$ cat config.mk
export PLATFORM = sky130hd
export DESIGN_NAME = cmt_seq
export DESIGN_NICKNAME = d
export VERILOG_FILES = /design/src/rtl/cmt_pkg.sv /design/src/rtl/cmt_addr_gen.sv /design/src/rtl/cmt_resp_chk.sv /design/src/rtl/cmt_seq.sv
export SDC_FILE = /design/constraint.sdc
export NUM_CORES = 1
export LEC_CHECK = 0
export BUFFER_PORTS_ARGS = -buffer_cell sky130_fd_sc_hd__buf_2
export CAP_MARGIN = 10
export CORE_ASPECT_RATIO = 0.9
export CORE_MARGIN = 4
export CORE_UTILIZATION = 44
export CTS_CLUSTER_DIAMETER = 150
export DETAILED_ROUTE_END_ITERATION = 7
export PLACE_DENSITY = 0.95
export SETUP_SLACK_MARGIN = 0.2
export SLEW_MARGIN = 20
export SYNTH_ARGS = -nofsm -noshare
export SYNTH_HDL_FRONTEND = slang
export SYNTH_SLANG_ARGS = --single-unit
$ cat constraint.sdc
create_clock -name clk_i -period 3.8 [get_ports clk_i]
set_input_delay 0.76 -clock clk_i [delete_from_list [all_inputs] [get_ports clk_i]]
set_output_delay 0.76 -clock clk_i [all_outputs]
set_load 0.01 [all_outputs]
$ cat src/rtl/cmt_pkg.sv
package cmt_pkg;
  typedef enum logic [2:0] {
    OP_P0_WR  = 3'd0,
    OP_P0_RD  = 3'd1,
    OP_P1_RD0 = 3'd2,
    OP_P1_WR  = 3'd3,
    OP_P1_RD1 = 3'd4
  } op_e;
endpackage

$ cat src/rtl/cmt_addr_gen.sv
module cmt_addr_gen #(
  parameter int unsigned    AW          = 32,
  parameter int unsigned    NUM_BLK     = 8,
  parameter int unsigned    WPB         = 4,
  parameter int unsigned    WORD_BYTES  = 4,
  parameter logic [AW-1:0]  BASE        = '0,
  localparam int unsigned   NUM_ACC     = NUM_BLK * WPB,
  localparam int unsigned   IW          = $clog2(NUM_ACC)
) (
  input  logic          phase_i,
  input  logic [IW-1:0] idx_i,
  output logic [AW-1:0] addr_o
);
  localparam int unsigned BLK_BYTES   = WORD_BYTES * WPB;
  localparam int unsigned CACHE_BYTES = BLK_BYTES * NUM_BLK;
  localparam int unsigned BLK_W       = $clog2(NUM_BLK);
  localparam int unsigned OFF_BLK     = $clog2(BLK_BYTES);
  localparam int unsigned OFF_WRD     = $clog2(WORD_BYTES);

  logic [BLK_W-1:0]    blk;
  logic [IW-BLK_W-1:0] wrd;

  // block index steps fastest so consecutive accesses land in different sets
  assign blk = idx_i[BLK_W-1:0];
  assign wrd = idx_i[IW-1:BLK_W];

  always_comb begin
    addr_o = BASE
           + (phase_i ? AW'(CACHE_BYTES) : '0)
           + (AW'(blk) << OFF_BLK)
           + (AW'(wrd) << OFF_WRD);
  end
endmodule

$ cat src/rtl/cmt_resp_chk.sv
module cmt_resp_chk
  import cmt_pkg::*;
#(
  parameter int unsigned   DW      = 32,
  parameter logic [DW-1:0] PATTERN = '0
) (
  input  op_e           op_i,
  input  logic          hit_i,
  input  logic [DW-1:0] rdata_i,
  output logic          err_o
);
  logic exp_hit;
  logic data_bad;

  always_comb begin
    exp_hit  = (op_i == OP_P0_RD) || (op_i == OP_P1_WR) || (op_i == OP_P1_RD1);
    data_bad = 1'b0;
    unique case (op_i)
      OP_P0_RD:  data_bad = (rdata_i != PATTERN);
      OP_P1_RD1: data_bad = |(rdata_i ^ ~PATTERN);
      default:   data_bad = 1'b0;
    endcase
    err_o = (hit_i != exp_hit) || data_bad;
  end
endmodule

$ cat src/rtl/cmt_seq.sv
module cmt_seq
  import cmt_pkg::*;
#(
  parameter int unsigned   AW      = 32,
  parameter int unsigned   DW      = 32,
  parameter int unsigned   NUM_BLK = 8,
  parameter int unsigned   WPB     = 4,
  parameter logic [DW-1:0] PATTERN = 32'hA5C3_5A3C,
  parameter logic [AW-1:0] BASE    = '0
) (
  input  logic          clk_i,
  input  logic          rst_ni,
  input  logic          start_i,
  output logic          req_o,
  output logic          we_o,
  output logic [AW-1:0] addr_o,
  output logic [DW-1:0] wdata_o,
  input  logic          ack_i,
  input  logic [DW-1:0] rdata_i,
  input  logic          hit_i,
  output logic          done_o,
  output logic          fail_o,
  output logic [AW-1:0] fail_addr_o,
  output logic          fail_phase_o
);
  localparam int unsigned WORD_BYTES = DW / 8;
  localparam int unsigned NUM_ACC    = NUM_BLK * WPB;
  localparam int unsigned IW         = $clog2(NUM_ACC);

  logic          busy_q;
  op_e           op_q;
  logic [IW-1:0] idx_q;
  logic          phase;
  logic          last_idx;
  logic          err;

  assign phase    = (op_q == OP_P1_RD0) || (op_q == OP_P1_WR) || (op_q == OP_P1_RD1);
  assign last_idx = (idx_q == IW'(NUM_ACC - 1));
  assign req_o    = busy_q;
  assign we_o     = (op_q == OP_P0_WR) || (op_q == OP_P1_WR);
  assign wdata_o  = (op_q == OP_P1_WR) ? ~PATTERN : PATTERN;

  cmt_addr_gen #(
    .AW(AW), .NUM_BLK(NUM_BLK), .WPB(WPB), .WORD_BYTES(WORD_BYTES), .BASE(BASE)
  ) i_addr_gen (
    .phase_i(phase),
    .idx_i  (idx_q),
    .addr_o (addr_o)
  );

  cmt_resp_chk #(
    .DW(DW), .PATTERN(PATTERN)
  ) i_resp_chk (
    .op_i   (op_q),
    .hit_i  (hit_i),
    .rdata_i(rdata_i),
    .err_o  (err)
  );

  always_ff @(posedge clk_i or negedge rst_ni) begin
    if (!rst_ni) begin
      busy_q       <= 1'b0;
      op_q         <= OP_P0_WR;
      idx_q        <= '0;
      done_o       <= 1'b0;
      fail_o       <= 1'b0;
      fail_addr_o  <= '0;
      fail_phase_o <= 1'b0;
    end else if (!busy_q) begin
      if (start_i) begin
        busy_q       <= 1'b1;
        op_q         <= OP_P0_WR;
        idx_q        <= '0;
        done_o       <= 1'b0;
        fail_o       <= 1'b0;
        fail_addr_o  <= '0;
        fail_phase_o <= 1'b0;
      end
    end else if (ack_i) begin
      if (err) begin
        busy_q       <= 1'b0;
        done_o       <= 1'b1;
        fail_o       <= 1'b1;
        fail_addr_o  <= addr_o;
        fail_phase_o <= phase;
      end else begin
        unique case (op_q)
          OP_P0_WR:  op_q <= OP_P0_RD;
          OP_P0_RD: begin
            op_q  <= last_idx ? OP_P1_RD0 : OP_P0_WR;
            idx_q <= last_idx ? '0 : idx_q + 1'b1;
          end
          OP_P1_RD0: op_q <= OP_P1_WR;
          OP_P1_WR:  op_q <= OP_P1_RD1;
          OP_P1_RD1: begin
            if (last_idx) begin
              busy_q <= 1'b0;
              done_o <= 1'b1;
            end else begin
              op_q  <= OP_P1_RD0;
              idx_q <= idx_q + 1'b1;
            end
          end
          default: op_q <= OP_P0_WR;
        endcase
      end
    end
  end

  a_r1_idle_after_reset: assert property (@(posedge clk_i) disable iff (!rst_ni)
    $rose(rst_ni) |-> !req_o && !done_o && !fail_o);

  a_r2_start_launches: assert property (@(posedge clk_i) disable iff (!rst_ni)
    !req_o && start_i |=> req_o && !done_o && !fail_o);

  a_r3_hold_until_ack: assert property (@(posedge clk_i) disable iff (!rst_ni)
    req_o && !ack_i |=> req_o && $stable(addr_o) && $stable(we_o) && $stable(wdata_o));

  a_r4_word_aligned: assert property (@(posedge clk_i) disable iff (!rst_ni)
    req_o |-> addr_o[$clog2(WORD_BYTES)-1:0] == '0);

  a_r7_fail_ends_run: assert property (@(posedge clk_i) disable iff (!rst_ni)
    fail_o |-> done_o && !req_o);

  a_r9_start_while_busy: assert property (@(posedge clk_i) disable iff (!rst_ni)
    req_o && start_i && !ack_i |=> req_o && $stable(addr_o));

  a_r10_done_sticky: assert property (@(posedge clk_i) disable iff (!rst_ni)
    done_o && !start_i |=> done_o && $stable(fail_o) && $stable(fail_addr_o));
endmodule

After elaboration in Yosys (flattened, before gate mapping) --
Index checks and enable logic that the tools add are counted.
Word-level totals: register bits after elaboration 44, latch bits 0, RAM bits 0, bits in read-only memories 0, input port bits 37, output and inout bits 101, logic and storage cells 77, memories kept 0
Cells by class: $add $sub $neg 3, multiply operators 0, div/mod/pow operators 0, magnitude comparators 0, equal/unequal tests 14, shifts and indexed selects 0, multiplexer cells 39, bitwise gates (word level) 1, reduce and logical (&&, ||, !) cells 13
Operators with widths (number):
- 2-to-1 mux 32 bit | 5
- adder 32 x 4 -> 32 bit | 1
- adder 32 x 7 -> 32 bit | 1
- != test 32 bit, second input constant | 1
- OR reduction 32 bit | 1
- 2-to-1 mux 5 bit | 6
- 2-to-1 mux 1 bit | 18
- inverter 16 bit | 1
- 2-to-1 mux 3 bit | 5
- one-hot mux 3 bit (5 select lines) | 1
- one-hot mux 5 bit (2 select lines) | 1
- != test 3 x 1 -> 1 bit, second input constant | 3
- 2-to-1 mux 8 bit | 1
- AND reduction 4 bit | 2
- equality test 3 x 2 -> 1 bit, second input constant | 2
- logical OR 1 bit | 6
- adder 5 x 1 -> 5 bit, second input constant | 1
- equality test 5 bit, second input constant | 1
- AND reduction 5 bit | 1
- != test 2 bit, second input constant | 2
- equality test 3 x 1 -> 1 bit, second input constant | 1
- equality test 3 bit, second input constant | 1
- zero test 3 bit | 1
- != test 3 bit, second input constant | 1
- other kinds (6) | 6

Depth between registers and ports, before layout --
Gate-level depths: netlist of the first run.
word-level depth 9, gate-level depth with buffers 9, depth with buffers taken out 9

Modules after synthesis --
Synthesis of the first run repeated with hierarchy kept, for this count alone.
Second synthesis, totals: cells, all modules 314, area total of the unflattened synthesis 2701.3 um^2
By module, submodules not included:
- cmt_seq | instances 1, cells an instance 253, area each 2265.9 um^2, sequential area each 1101.1 um^2
- cmt_addr_gen | instances 1, cells an instance 33, area each 244.0 um^2, sequential area each 0.0 um^2
- cmt_resp_chk | instances 1, cells an instance 28, area each 191.4 um^2, sequential area each 0.0 um^2

Worst setup path after synthesis of the first run --
OpenSTA, ideal clock, no wires.
path kind register to output, start reg op_q[2], end out wdata_o[10], data arrival time 1.644 ns, required time 3.040 ns, slack 1.396 ns, cell stages (with the launch flop) 6, buffers on the path 2, path through dfrtp_1 -> clkbuf_1 -> nor2b_2 -> nand2_1 -> inv_1 -> buf_4
Between the ends: longest elaborated chain between the ends 2
Ends and longest elaborated chain:
- start, declared | line cmt_seq.sv:31 | op_e op_q;
- start signal, assigned | line cmt_seq.sv:90 | op_q <= last_idx ? OP_P1_RD0 : OP_P0_WR;
- equality test 3 x 2 -> 1 bit | line cmt_seq.sv:41 | assign wdata_o = (op_q == OP_P1_WR) ? ~PATTERN : PATTERN;
- 2-to-1 mux 32 bit | line cmt_seq.sv:41
- end, declared | line cmt_seq.sv:17 | output logic [DW-1:0] wdata_o,
Every way passes these cells.

Final worst setup path of the first run --
start reg op_q[0], end out wdata_o[1]
The elaborated chain is that of the path after synthesis.

==> results of run 1 <==
==> power groups by stage <==
stage	registers, mW	logic (mW)	clock network, mW
after floorplan	0.329	0.557	0
after global placement	0.351	0.599	0
after detailed placement	0.356	0.613	0
after CTS	0.353	0.615	0.136
after global routing	0.368	0.689	0.144
final	0.355	0.608	0.135
==> synth_stat cells, types with 2 or more instances <==
cell type  number
nand2b_1        3
inv_1          12
o21ai_0         6
nor3_1          3
nand2_1        18
o21ai_1         4
mux2i_1         6
nor4_1          4
clkbuf_1        3
buf_4          84
buf_2           2
nor2_1          6
dfrtp_1        17
ha_1            2
or4_1           3
nand4_1         8
nor4_4          2
nand3_1         5
and3_1          3
a21oi_1         2
==> area by class of cell <==
cell class,instances,area (µm²),share of cell area (%)
multi-input cells,149,865,46.4
flip-flops and latches,17,425,22.8
repair buffers,85,425,22.8
well taps,46,57.6,3.09
clock buffers,4,45.0,2.42
inverters,12,45.0,2.42
==> through the flow <==
| step | util (%) | hold WS (ns) | cells |
|---|---|---|---|
| 2_1_floorplan | - | 0.464 | 267 |
| 3_3_place_gp | 47.4 | 0.476 | 309 |
| 3_5_place_dp | 47.4 | 0.493 | 309 |
| 4_1_cts | 48.6 | 0.437 | 313 |
| 5_1_grt | 48.6 | 0.450 | 313 |
| 6_report | 48.6 | 0.425 | 313 |
==> sequential cells by signal, indices dropped and copies added (netlist names) <==
register and flops:
done_o 1, fail_addr_o 6, fail_o 1, idx_q 5
op_q 3, req_o 1
==> worst max-delay path: stages (launching register included) <==
cell and delay (ns):
dfrtp_1 0.52, nor2b_2 0.30, nand2_1 0.26, inv_1 0.36, buf_2 0.20
==> cells by family (layout without fill, tap and decap cells) <==
group	after synthesis	in the layout
xor gates and xnor gates	1	1
adders and majority gates	2	2
other	1	52
muxes	7	7
DFF	17	17
AOI/OAI and AO/OA	23	23
buffers and inverters	101	101
and+or+nand+nor	64	64
==> worst paths after layout <==
check,startpoint,endpoint,slack (ns),cells past startpoint
worst min register to register,fail_o$_DFFE_PN0P_,fail_o$_DFFE_PN0P_,0.50,2
min in group clk_i,fail_o$_DFFE_PN0P_,fail_o$_DFFE_PN0P_,0.50,2
worst min-delay path,rst_ni,idx_q[1]$_DFFE_PN0P_,0.42,1
worst max-delay path,op_q[0]$_DFFE_PN0P_,wdata_o[1],1.15,4
max in group asynchronous,rst_ni,fail_addr_o[2]$_DFFE_PN0P_,3.10,1
worst max register to register,idx_q[0]$_DFFE_PN0P_,idx_q[3]$_DFFE_PN0P_,1.41,9
==> layer usage <==
layer,vias to the layer above,share of wire (%)
met5,-,0
met2,84,50
met4,0,1.0
li1,694,-
met1,631,36
met3,4,12
==> flow_summary.ini, run 1 <==
[run_status]
outcome = completed

[sta]
rsz0062_at_grt = false
slew_headroom_pct = 63.7
worst_slew_pin_slew_ns = 0.545
setup_ws_ns = 1.15
finalCritPeriodShare_pct = 69.7
worst_clock_skew_ns = 0.00262
setup-violations-final = 0
slew_violations = 0
fin_crit_ns = 2.65
fmax_mhz = 377
setup_tns_ns = 0
hold_violations = 0

[placement]
io_buffer_count = 85
pre_cts_ws_ns = 1.19
dpl_cell_area_mm2 = 0.00182
gp_congestion = 0.879
hpwl_um = 3150

[drt]
drc = 0
drt_iter0_drc = 69
finalWirelength_um = 3700
vias = 1413
wl_per_cell_um = 11.8
postRouteAntennaNets = 0
vias_per_cell = 4.51
first_pass_iters = 4

[finish]
area_growth_pct = 3.76
n_fill_cell = 379
final_common_cell = buf_2
diodes = 0
drive_above_1_share_pct = 37.8
num-nets-final = 307
fin_area_mm2 = 0.00186
final_cell_mix = 85 x buf_2, 52 x conb_1, 18 x nand2_1

[floorplanning]
die_h_um = 68.6
core_area_mm2 = 0.00384
start_util_pct = 46.8
ios = 138
row_count = 21
die_area_mm2 = 0.00517
die_w_um = 75.3

[logic_synthesis]
synth_xor_area_share_pct = 0.488
avgSynthCellArea_um2 = 8.31
ys_ff_latch = 17
synth-edff-count = 0
yosysTopAreaCell = buf_4
yosysSeqAreaShare_pct = 23.7
synth_flop_cell = dfrtp_1
synthDistinctLibCells = 43
yosys_warnings = 0
synth_top_area_share_pct = 35.1
yosys.area_share.adder_pct = 1.39
synth_compound_area_share_pct = 9.97
synth.area.mux_share_pct = 3.97
syn_inst = 216
synthArstFlopShare_pct = 100
synth.cell_area_mm2 = 0.00180
synth_area_leaders = buf_4 35%, dfrtp_1 24%, nand2_1 3.8%
synth_top_family_by_area = buffers and inverters
synth-simple-area-share_pct = 21.5

[global_routing]
grt-ovfl-total = 0
grt_start_max_net_pins = 20
grt_pass1_wl_um = 5020
antenna_found_initial = 0
track_usage_pct = 12.4
grtUsageMet1_pct = 15.5
met2_usage_pct = 21.6
grt.busiest_layer = met2
grt_pass1_vias = 1167
grt.met3_usage_pct = 2.17

[clock_network]
h-tree-depth = 1
clk_latency_ns = 0.25
cts-root-buf = clkbuf_8
cts_setup_buffers = 0
cts.clk_slew.worst_paths_ns = 0.07
cts_tree = done
cts_hold_buf = 0
cts_num_sinks = 17
cts.path.max_buffers = 2
numCtsBuffers = 3
cts.repair.resized = 0

[power]
power_density_mw_per_mm2 = 589
swShare_pct = 47.1
combPwrFrac_pct = 55.4
internal_power_mw = 0.581
seq_power_share_pct = 32.3
p_sw_mw = 0.517
leakage_nw = 1.04
vdd_drop_max_uv = 170
design_power_total_mw = 1.10
clkPwrFrac_pct = 12.3

[setup_path]
path_max_fanout = 17
cp.arrival_ns = 1.89
worstPathRequired_ns = 3.04
cp-start-kind = flop
setup.worst_path.end_class = output pin
path_class = flop to output pin

[worst_hold_path]
hold_class = input pin to async pin

[job]
cap_violations = 0
(Power assumes the default switching activity.)
==> inputs of run 2 (changes only) <==
- CORE_UTILIZATION: 44 -> 37
- PLACE_DENSITY: 0.95 -> 0.88
- clock period: 3.8 -> 2.3 ns (I/O delays scaled with it)
==> flow_summary.ini, run 2 (same netlist as run 1, synthesis figures left out) <==
[setup_path]
crit_start = idx_q[1]$_DFFE_PN0P_
timing.critical_path.to = idx_q[3]$_DFFE_PN0P_
cp-start-kind = flop
worstPathRequired_ns = 2.47
regToRegStartpoint = idx_q[1]$_DFFE_PN0P_
path_class = flop to flop
cp.arrival_ns = 2.31
setup.worst_path.end_class = flop
path_max_fanout = 6
r2r_end = idx_q[3]$_DFFE_PN0P_
r2r_cells = 9
r2r_slack_ns = 0.16

[floorplanning]
core_area_mm2 = 0.00458
die_area_mm2 = 0.00603
row_count = 23
ios = 138
start_util_pct = 39.2
die_w_um = 81.4
die_h_um = 74.1

[global_routing]
track_usage_pct = 11.5
grt_pass1_vias = 1215
grt_start_max_net_pins = 19
grt-ovfl-total = 0
grt_pass1_wl_um = 5400
antenna_found_initial = 0

[sta]
worst_clock_skew_ns = 0.00770
fin_crit_ns = 2.14
setup_tns_ns = 0
fmax_mhz = 467
rsz0062_at_grt = true
setup-violations-final = 0
setup_ws_ns = 0.160
hold_violations = 0
slew_violations = 0
finalCritPeriodShare_pct = 93.0

[finish]
num-nets-final = 321
diodes = 0
top_regs = fail_addr_o x6, idx_q x5, op_q x3
regMostFlops = fail_addr_o
fin_util_pct = 44.7
largest_reg_flops = 6
final_cell_mix = 85 x buf_2, 52 x conb_1, 17 x nand2_1
area_growth_pct = 13.9
final_cells = 343
drive_above_1_share_pct = 44.1
final_common_cell = buf_2

[drt]
vias_per_cell = 4.34
wl_per_cell_um = 11.9
vias = 1487
drt_iter0_drc = 69
finalWirelength_um = 4080
drc = 0
postRouteAntennaNets = 0
first_pass_iters = 4

[clock_network]
clk_latency_ns = 0.26
cts_tree = done
cts.path.max_buffers = 2
cts_hold_buf = 0
h-tree-depth = 1
cts.clk_slew.worst_paths_ns = 0.07
numCtsBuffers = 3
cts-root-buf = clkbuf_8
cts_num_sinks = 17

[power]
leakage_nw = 1.10
power_density_mw_per_mm2 = 988
vdd_drop_max_uv = 398

[placement]
io_buffer_count = 85
hpwl_um = 3200
dp.cells = 330
gp_congestion = 0.789
pre_cts_ws_ns = 0.0740

[run_status]
outcome = completed

[job]
cap_violations = 0

[worst_hold_path]
hold_class = input pin to async pin
## run 2: through the flow
stage          hold WS (ns)  cell area [µm²]  power [mW]
6_report              0.103             2040        2.02
5_1_grt               0.139             2040        2.18
4_1_cts               0.117             1980        1.97
3_5_place_dp          0.400             1890        1.68
3_3_place_gp          0.391             1890        1.65
2_1_floorplan         0.164             2000        1.48
## run 2: worst min-delay path by stage
stage                     startpoint                   end  cells past startpoint
after floorplan               rst_ni    done_o$_DFFE_PN0P_                      0
after global routing          rst_ni  idx_q[1]$_DFFE_PN0P_                      1
after global placement        rst_ni  idx_q[1]$_DFFE_PN0P_                      1
final                         rst_ni  idx_q[1]$_DFFE_PN0P_                      1
after CTS                     rst_ni  idx_q[1]$_DFFE_PN0P_                      1
after detailed placement      rst_ni  idx_q[1]$_DFFE_PN0P_                      1
## run 2: critical path, stage by stage, from the launching register on
cell	delay (ns)
dfrtp_1	0.42
ha_4	0.17
and3_4	0.18
ha_4	0.15
nor3b_2	0.17
nor2_1	0.07
nor3_2	0.25
a31oi_4	0.16
or2_4	0.30
o31ai_2	0.18
## run 2: area by class of cell
type / instances / area (µm²)
Clock buffer: 3 / 41.3
Clock inverter: 1 / 7.51
Fill cell: 455 / 2530
Inverter: 12 / 48.8
Multi-Input combinational cell: 149 / 912
Sequential cell: 17 / 427
Tap cell: 62 / 77.6
Timing Repair Buffer: 98 / 523
Timing Repair inverter: 1 / 7.51
## run 2: power by group
group	internal (mW)	switching, mW
combinational	0.533	0.718
clock	0.122	0.109
sequential	0.418	0.120
## run 2: per-layer routing
metal	share of wire (%)	global-route usage, %
met4	1.7	6.19
met3	10	1.82
met5	0	0
met2	51	19.1
met1	37	14.4
## run 2: what timing repair did
action | 4_1_cts | 5_1_grt
pin swaps | 2 | 6
gates resized for setup | 3 | 3
gates cloned | 1 | 0
setup endpoints to repair | 19 | 9
setup buffers | 3 | 5
==> inputs of run 3 (changes only) <==
- CORE_MARGIN: 4 -> 5
==> flow_summary.ini, run 3 (same netlist as run 1, synthesis figures left out) <==
[global_routing]
track_usage_pct = 12.4
grt_start_max_net_pins = 19
grt_pass1_wl_um = 6730
antenna_found_initial = 0
grt-ovfl-total = 0
grt_pass1_vias = 1518

[floorplanning]
row_count = 24
start_util_pct = 37.6
ios = 138
core_area_mm2 = 0.00477
die_area_mm2 = 0.00635
die_w_um = 83.4
die_h_um = 76.1

[power]
leakage_nw = 1.09
design_power_total_mw = 2.01
power_density_mw_per_mm2 = 986
vdd_drop_max_uv = 331

[clock_network]
cts-root-buf = clkbuf_8
cts_tree = done
cts_hold_buf = 0
numCtsBuffers = 3
cts.clk_slew.worst_paths_ns = 0.07
clk_latency_ns = 0.25
cts_num_sinks = 17
h-tree-depth = 1
cts.path.max_buffers = 2

[finish]
final_common_cell = buf_2
regMostFlops = fail_addr_o
largest_reg_flops = 6
n_fill_cell = 478
top_regs = fail_addr_o x6, idx_q x5, op_q x3
diodes = 0
drive_above_1_share_pct = 43.7
area_growth_pct = 13.6
num-nets-final = 319
final_cell_mix = 85 x buf_2, 52 x conb_1, 17 x nand2_1

[setup_path]
cp_cell_sequence = ha_4 > and3_4 > ha_4 > nor3b_2 > nor2_1 > nor3_2 > a31oi_4 > or2_4 > o31ai_4
crit_slowest_cell = dfrtp_2
cp.arrival_ns = 2.29
crit_top_cell = ha_4
r2r_slack_ns = 0.18
worstPathRequired_ns = 2.47
cp-start-kind = flop
slowest_delay_ns = 0.43
r2r_end = idx_q[3]$_DFFE_PN0P_
setup.worst_path.end_class = flop
r2r_cells = 9
path_max_fanout = 5
regToRegStartpoint = idx_q[0]$_DFFE_PN0P_
path_class = flop to flop

[sta]
hold_violations = 0
finalCritPeriodShare_pct = 92.3
slew_violations = 0
setup_tns_ns = 0
rsz0062_at_grt = true
setup-violations-final = 0
hold-worst-slack_ns = 0.122
fin_crit_ns = 2.12
fmax_mhz = 471
worst_clock_skew_ns = 0.00142

[placement]
gp_congestion = 0.793
io_buffer_count = 85
hpwl_um = 3410

[run_status]
outcome = completed

[drt]
vias = 1518
postRouteAntennaNets = 0
first_pass_iters = 4
drt_iter0_drc = 78
wl_per_cell_um = 12.1
vias_per_cell = 4.41
drc = 0
finalWirelength_um = 4180

[worst_hold_path]
hold_class = input pin to async pin

[job]
cap_violations = 0
[run 3: cell count changes in the layout (fill, tap and decap cells not counted)]
cell        delta
o31ai_2        -1
buf_4          -2
o31ai_4        +1
clkinvlp_4     -1
clkinv_2       +1
[run 3: repair_timing]
item,CTS,global route
cloned,1,0
setup buffers,4,1
pin swaps,2,3
gates resized for setup,2,5
endpoints found under the hold margin,0,0
endpoints found under the setup margin,19,19
[run 3: through the flow]
stage,instances,utilization [%],area [µm²],setup WS (ns)
6_report,344,42.7,2040,0.177
5_1_grt,344,42.7,2040,0.122
4_1_cts,343,41.7,1990,0.192
3_5_place_dp,334,39.9,1900,0.00820
3_3_place_gp,334,39.9,1900,0.0841
2_1_floorplan,267,-,2000,0.201
[run 3: area by class of cell]
cell class              count  area, µm²  area share [%]
inverters                  12       48.8            2.39
flip-flops and latches     17        427            20.9
repair buffers             96        508            24.9
repair inverters            1       7.51           0.368
multi-input cells         149        921            45.2
clock inverters             1       5.00           0.245
well taps                  65       81.3            3.99
clock buffers               3       41.3            2.02
[run 3: worst max-delay path by stage]
stage	from	end	slack, ns	cells past startpoint
5_1_grt	idx_q[0]$_DFFE_PN0P_	idx_q[3]$_DFFE_PN0P_	0.12	9
3_5_place_dp	rdata_i[22]	idx_q[3]$_DFFE_PN0P_	0.008	7
6_report	idx_q[0]$_DFFE_PN0P_	idx_q[3]$_DFFE_PN0P_	0.18	9
4_1_cts	idx_q[0]$_DFFE_PN0P_	idx_q[3]$_DFFE_PN0P_	0.19	9
3_3_place_gp	rdata_i[22]	idx_q[3]$_DFFE_PN0P_	0.08	7
2_1_floorplan	idx_q[0]$_DFFE_PN0P_	idx_q[3]$_DFFE_PN0P_	0.20	9
[run 3: worst max-delay path: cells and delay by family (launching register included)]
family | cells | cell delay [ns]
AOI/OAI and AO/OA | 2 | 0.31
and+or+nand+nor | 5 | 0.96
adders and majority gates | 2 | 0.34
DFF | 1 | 0.43
[run 3: layer usage]
layer  routed length [µm]  part of all wire, %  GRT usage [%]  vias to the layer above
met2                 2160                   52           22.1                       87
met5                    0                    0              0                        -
met3                  426                   10           2.81                        5
met1                 1540                   37           14.4                      707
li1                     -                    -              -                      719
met4                   48                  1.1           4.50                        0
[run 3: power by group]
| part | total [mW] | leakage, nW | switching [mW] | internal (mW) |
|---|---|---|---|---|
| combinational | 1.25 | 0.843 | 0.715 | 0.535 |
| sequential | 0.533 | 0.224 | 0.115 | 0.418 |
| clock | 0.228 | 0.0255 | 0.107 | 0.120 |
